**src/rtl/dqs_trainer.sv**
```systemverilog
module dqs_trainer #(
  parameter int LANES = 2,
  parameter int AW    = 12,
  parameter int PAUSE = 3
) (
  input  logic               clk,
  input  logic               rst_n,
  input  logic               start,
  output logic               busy,
  output logic               done,
  output logic               fail,
  output logic [LANES-1:0]   lane_err,
  output logic [5*LANES-1:0] dly_o,
  output logic               fifo_rst,
  output logic               stat_clr,
  output logic               rd_req_valid,
  input  logic               rd_req_ready,
  output logic [AW-1:0]      rd_addr,
  input  logic               rd_rsp_valid,
  input  logic [7:0]         rd_rsp_data,
  input  logic               rd_rsp_masked,
  input  logic               rd_rsp_dummy
);
  localparam int LW = (LANES > 1) ? $clog2(LANES) : 1;
  localparam int PW = $clog2(PAUSE + 1);
  localparam logic [4:0] DMAX = 5'd31;

  typedef enum logic [3:0] {
    S_IDLE, S_RA, S_RB, S_CLR, S_REQ, S_WAIT, S_SET, S_NEXT
  } st_t;

  st_t            st;
  logic [LW-1:0]  lane;
  logic [2:0]     idx;
  logic           ph2, fin;
  logic [PW-1:0]  cnt;
  logic [4:0]     wstart;
  logic [4:0]     dly [LANES];
  logic [4:0]     cur;
  logic           hit;

  function automatic logic [7:0] pat(input logic [2:0] i);
    case (i)
      3'd0: pat = 8'hFE;
      3'd1: pat = 8'h11;
      3'd2: pat = 8'h33;
      3'd3: pat = 8'h55;
      3'd4: pat = 8'h77;
      3'd5: pat = 8'h99;
      3'd6: pat = 8'hBB;
      default: pat = 8'hDD;
    endcase
  endfunction

  assign cur = dly[lane];
  assign hit = !rd_rsp_masked && !rd_rsp_dummy && (rd_rsp_data == pat(idx));

  for (genvar g = 0; g < LANES; g++) begin : g_out
    assign dly_o[5*g +: 5] = dly[g];
  end

  assign busy         = (st != S_IDLE);
  assign fifo_rst     = (st == S_RA);
  assign stat_clr     = (st == S_CLR);
  assign rd_req_valid = (st == S_REQ);
  assign rd_addr      = AW'(lane) + AW'({idx, 2'b00});

  always_ff @(posedge clk or negedge rst_n) begin
    if (!rst_n) begin
      st       <= S_IDLE;
      lane     <= '0;
      idx      <= '0;
      ph2      <= 1'b0;
      fin      <= 1'b0;
      cnt      <= '0;
      wstart   <= '0;
      lane_err <= '0;
      done     <= 1'b0;
      fail     <= 1'b0;
      for (int k = 0; k < LANES; k++) dly[k] <= '0;
    end else begin
      done <= 1'b0;
      case (st)
        S_IDLE: if (start) begin
          lane     <= '0;
          dly[0]   <= '0;
          idx      <= '0;
          ph2      <= 1'b0;
          fin      <= 1'b0;
          cnt      <= '0;
          lane_err <= '0;
          fail     <= 1'b0;
          st       <= S_RA;
        end
        S_RA: begin
          if (cnt == PW'(PAUSE - 1)) begin
            cnt <= '0;
            st  <= S_RB;
          end else cnt <= cnt + 1'b1;
        end
        S_RB: begin
          if (cnt == PW'(PAUSE - 1)) begin
            cnt <= '0;
            st  <= fin ? S_SET : S_CLR;
          end else cnt <= cnt + 1'b1;
        end
        S_CLR: st <= S_REQ;
        S_REQ: if (rd_req_ready) st <= S_WAIT;
        S_WAIT: if (rd_rsp_valid) begin
          if (!ph2) begin
            if (!hit) begin
              idx <= '0;
              if (cur == DMAX) begin
                lane_err[lane] <= 1'b1;
                st <= S_NEXT;
              end else begin
                dly[lane] <= cur + 5'd1;
                st <= S_RA;
              end
            end else if (idx == 3'd7) begin
              wstart <= cur;
              ph2    <= 1'b1;
              idx    <= '0;
              st     <= S_RA;
            end else begin
              idx <= idx + 3'd1;
              st  <= S_RA;
            end
          end else begin
            if (!hit) begin
              fin <= 1'b1;
              st  <= S_RA;
            end else if (idx == 3'd7) begin
              idx <= '0;
              if (cur == DMAX) begin
                lane_err[lane] <= 1'b1;
                st <= S_NEXT;
              end else begin
                dly[lane] <= cur + 5'd1;
                st <= S_RA;
              end
            end else begin
              idx <= idx + 3'd1;
              st  <= S_RA;
            end
          end
        end
        S_SET: begin
          dly[lane] <= wstart + ((cur - wstart) >> 1);
          st <= S_NEXT;
        end
        S_NEXT: begin
          if (lane == LW'(LANES - 1)) begin
            done <= 1'b1;
            fail <= |lane_err;
            st   <= S_IDLE;
          end else begin
            lane                <= lane + LW'(1);
            dly[lane + LW'(1)]  <= '0;
            idx                 <= '0;
            ph2                 <= 1'b0;
            fin                 <= 1'b0;
            st                  <= S_RA;
          end
        end
        default: st <= S_IDLE;
      endcase
    end
  end
endmodule

```
**config.mk**
```make
export PLATFORM = sky130hd
export DESIGN_NAME = dqs_trainer
export DESIGN_NICKNAME = d
export VERILOG_FILES = /design/src/rtl/dqs_trainer.sv
export SDC_FILE = /design/constraint.sdc
export NUM_CORES = 1
export LEC_CHECK = 0
export BUFFER_PORTS_ARGS = -buffer_cell sky130_fd_sc_hd__buf_2
export CORE_MARGIN = 5
export CORE_UTILIZATION = 50
export DETAILED_ROUTE_END_ITERATION = 8
export PLACE_DENSITY_LB_ADDON = 0.1
export REMOVE_ABC_BUFFERS = 1
export SLEW_MARGIN = 20
export SYNTH_ARGS = -nofsm -noshare
export SYNTH_HDL_FRONTEND = slang
export SYNTH_SLANG_ARGS = --single-unit
export TNS_END_PERCENT = 10
```
**constraint.sdc**
```tcl
create_clock -name clk -period 8.2 [get_ports clk]
set_input_delay 0 -clock clk [delete_from_list [all_inputs] [get_ports clk]]
set_output_delay 0 -clock clk [all_outputs]
set_load 0.01 [all_outputs]
```
* After elaboration in Yosys (flattened, before gate mapping)
Index checks and enable logic that the tools add are counted.
** Storage, ports and cells
- Register bits after elaboration :: 31
- Input bits :: 15
- Output and inout bits :: 30
** Operators by class
- $add $sub $neg :: 7
- Magnitude comparators :: 6
- Equal/unequal tests :: 29
- Multiplexer cells :: 70
- Bitwise logic cells :: 6
- Reduce and logical (&&, ||, !) cells :: 29
** Operator list (count)
- two-way mux 10 bit :: 7
- case mux 8 bit (7 select lines) :: 1
- two-way mux 4 bit :: 8
- case mux 4 bit (8 select lines) :: 1
- two-way mux 3 bit :: 10
- two-way mux 5 bit :: 6
- bitwise mux 10 bit :: 2
- case mux 5 bit (4 select lines) :: 1
- AND reduction 6 bit :: 3
- equality test 4 x 3 -> 1 bit (second input constant) :: 4
- two-way mux 2 bit :: 8
- two-way mux 1 bit :: 15
- case mux 5 bit (3 select lines) :: 1
- AND reduction 5 bit :: 3
- inequality test 2 bit (second input constant) :: 7
- equality test 3 bit (second input constant) :: 4
- bitwise AND 10 bit :: 1
- demux 5 bit (select 1 bit) :: 2
- NOT 10 bit :: 1
- inequality test 3 bit (second input constant) :: 3
- case mux 3 bit (3 select lines) :: 1
- equality test 4 x 2 -> 1 bit (second input constant) :: 2
- equality test 8 bit :: 1
- case mux 2 bit (2 select lines) :: 2
- other kinds (35) :: 53

* Longest topological paths before layout
- Depth in word-level cells :: 12
- Mapped depth :: 15
- Depth with buffers taken out :: 15

* Worst setup path after synthesis
OpenSTA, ideal clock, no wires.
- Path kind :: register -> register
- From :: register lane
- To :: register dly (netlist bit dly_o[4])
- Data arrival time :: 3.334 ns
- Path slack :: 4.734 ns
- Stages on the path, launching flop included :: 13
- Path buffers :: 1
- Path through :: dfrtp_1 -> clkbuf_1 -> mux2_2 -> fa_1 -> ha_1 -> fa_1 -> a21o_1 -> a21oi_1 -> xor2_1 -> nor2_1 -> a221oi_1 -> nor2b_1 -> or3_1
** On the way
- Word-level cells in the longest chain between the ends :: 12
- Elaborated cells on any way between the ends :: 34
** RTL lines
- start: declaration :: RTL line 33 : logic [LW-1:0] lane;
- start signal: assignment :: RTL line 158 : lane <= lane + LW'(1);
- NOT 1 -> 2 bit (implied by the code) * :: RTL line 55 : assign cur = dly[lane];
- two-way mux 5 bit (implied by the code) * (3 in series) :: RTL line 55
- net cur[1] :: RTL line 39 : logic [4:0] cur;
- adder 5 x 1 -> 5 bit :: RTL line 117, 139
- bitwise mux 10 bit :: RTL line 117, 139
- two-way mux 10 bit :: RTL line 113, 135
- two-way mux 10 bit :: RTL line 133 : end else if (idx == 3'd7) begin
- two-way mux 10 bit :: RTL line 130 : if (!hit) begin
- two-way mux 10 bit :: RTL line 110 : if (!ph2) begin
- two-way mux 10 bit :: RTL line 109 : S_WAIT: if (rd_rsp_valid) begin
- case mux 5 bit (4 select lines) * :: RTL line 83 : case (st)
- end signal: indexed assignment :: RTL line 117 : dly[lane] <= cur + 5'd1;
- end signal: indexed assignment :: RTL line 139 : dly[lane] <= cur + 5'd1;
- end signal: indexed assignment :: RTL line 149 : dly[lane] <= wstart + ((cur - wstart) >> 1);
- end: declaration :: RTL line 38 : logic [4:0] dly [LANES];
The timed path passes the listed nets; every way through them passes the cells marked *. The select of a mux whose other input is x is not followed.
A chain may end at the register's enable or synchronous reset.

* Final worst setup path
Ends and elaborated chain as after synthesis.

==> reports/metrics.yaml <==
outcome:
  status: "finished, final reports clean"
sta:
  clock_skew_ps: 10.95
  fmax_ghz: 0.2588
  maxSlewHeadroom_pct: 35.72
  finalSetupTns_ps: 0
  min_period_ps: 3864
  rsz0062_at_grt: "false"
  finalCritPeriodShare_pct: 47.12
  setup_viol: 0
  worst_pin_slew_ps: 960.7
  finalMaxSlewViolations: 0
  hold_violations: 0
worst_setup_path:
  crit_required_ps: 8360
  crit_path_end_kind: "register"
  cp.arrival_ps: 4030
  worst_setup_path_start_kind: "register"
  path_max_fanout: 22
  r2r_cells: 12
  worstSetupPathType: "reg2reg"
floorplanning:
  die_h_um: 80.99
  initial_utilization_pct: 52.31
  row_count: 25
  ios: 45
  dieArea_um2: 6559
  core-area_um2: 4817
  die_w_um: 80.99
clocking:
  cts_num_sinks: 30
  path_clk_slew_ps: 70
  cts_tree: "yes"
  cts_max_level: 2
  cts_buffer_depth: 2
  post-cts-setup-buffers: 0
  hold_buffers: 1
  cts_inserted_buffers: 5
  cts-root-buf: "clkbuf_8"
  clk_latency_ps: 290
  cts_resized: 0
logic_synthesis:
  synth-seq-area-share_pct: 29.79
  avgSynthCellArea_um2: 8.344
  synth_area_um2: 2520
  async_reset_ff_share_pct: 100.0
  ys_types: 59
  synth_ff_type: "dfrtp_1"
  synthCells: 302
  synth-seq-cells: 30
  ys_warn_count: 0
  synth-edff-count: 0
drt:
  viasPerCell: 5.884
  drt_iter0_drc: 227
  wire_per_inst_um: 15.61
  vias: 2336
  drt-pass1-iter-count: 4
  ant_nets: 0
  drcViolationCount: 0
  wirelength_mm: 6.197
worst_hold_path:
  min_path_type: "in2reg"
  hold_path_depth: 3
finish:
  fin_util_pct: 57.87
  synthToLayoutAreaGrowth_pct: 10.63
  register_area_um2: 750.7
  antenna_cells: 0
  multiInputGateArea_um2: 1609
  final_cell_mix: "buf_2 (36), nand2_1 (33), dfrtp_1 (30)"
  nNetsFinal: 361
  layout-drive-gt1-share_pct: 18.79
  final_common_cell: "buf_2"
  fillers: 473
  final_cells: 397
placement:
  placed_cells: 389
  port_buffers: 36
  dpl.hpwl_mm: 4.529
  gp_routability_congestion: 0.9265
global_routing:
  grt_pass1_wl_mm: 10.19
  antenna_found_initial: 0
  grt_max_degree: 31
  grtUsageTotal_pct: 19.94
  grt_overflow_total: 0
  grt_pass1_vias: 2176
run:
  cap_violations: 0
pwr:
  vdd_ir_drop_max_mv: 0.1289
  p_per_area_nw_per_um2: 265.1
  p_leak_uw: 0.001309
[layout make-up]
type	instances	share of cell area, %
well taps	67	3.007
flip-flops and latches	30	26.93
repair buffers	38	7.092
clock buffers	5	2.469
clock inverters	2	0.3591
inverters	18	2.424
multi-input cells	237	57.72
[worst paths after layout]
| path | startpoint | end | slack [ps] |
|---|---|---|---|
| max reg2reg | lane | dly_o[4] | 4340 |
| max | lane | dly_o[4] | 4340 |
| min | rd_rsp_valid | st[0] | 90 |
| min in group asynchronous | rst_n | lane_err[0] | 290 |
| min reg2reg | lane_err[1] | lane_err[1] | 510 |
| max in group asynchronous | rst_n | wstart[1] | 7450 |
[cell usage after synthesis, drive strengths merged (3+ instances only)]
master	number	area share, %
nand2	33	4.9
dfrtp	30	30
nor2	22	3.3
a21oi	20	4.0
inv	18	2.7
o21ai	15	3.0
ha	14	7.0
clkbuf	13	1.9
buf	11	3.0
mux2	9	4.2
nor2b	9	2.2
nand3	8	1.6
a21o	7	2.1
nor3	7	1.4
a211oi	5	1.5
a22oi	5	1.5
a31oi	5	1.2
a221oi	4	1.4
o31ai	4	1.4
or2	4	0.99
or3	4	0.99
xnor2	4	1.4
a22o	3	1.0
nor3b	3	0.89
o22a	3	1.0
o311a	3	1.2
o32ai	3	1.0
xor2	3	1.0
[routing by layer]
metal  GRT usage, %  part of all wire, %
met5              0                    0
met4          7.770                  1.7
met3          3.326                  6.2
met2          32.27                   46
met1          26.53                   46
[report_power, final]
group / internal [uW] / switching [uW] / total, uW
Sequential: 176 / 74.1 / 250
Combinational: 156 / 217 / 373
Clock: 56.9 / 59.0 / 116
[critical path: stages, from the launching register on]
cell and delay [ps]:
dfrtp_1 580, buf_4 320, mux2_2 420, fa_1 470, ha_1 230, fa_1 400, a21o_1 190, a21oi_1 160
xor2_1 180, nor2_1 70, a221oi_1 290, nor2b_1 80, or3_1 340
[through the flow]
stage | setup WS [ps] | area, um^2 | power, uW | hold slack, ps
after floorplan | 4564 | 2421 | 504.4 | -295.6
after global placement | 4462 | 2693 | 616.0 | 87.59
after detailed placement | 4388 | 2693 | 619.3 | 96.56
after CTS | 4350 | 2781 | 739.5 | 82.98
after global routing | 4048 | 2788 | 807.1 | 142.5
final | 4336 | 2788 | 739.1 | 90.04
[cell families after synthesis]
logic type | share of synthesized area (%)
mux | 4.965
compound gates | 26.47
xor+xnor | 2.433
flops | 29.79
fa+ha+maj | 8.540
other cells | 0.1488
simple gates | 20.01
buf+inv | 7.646
(Power assumes the default switching activity.)
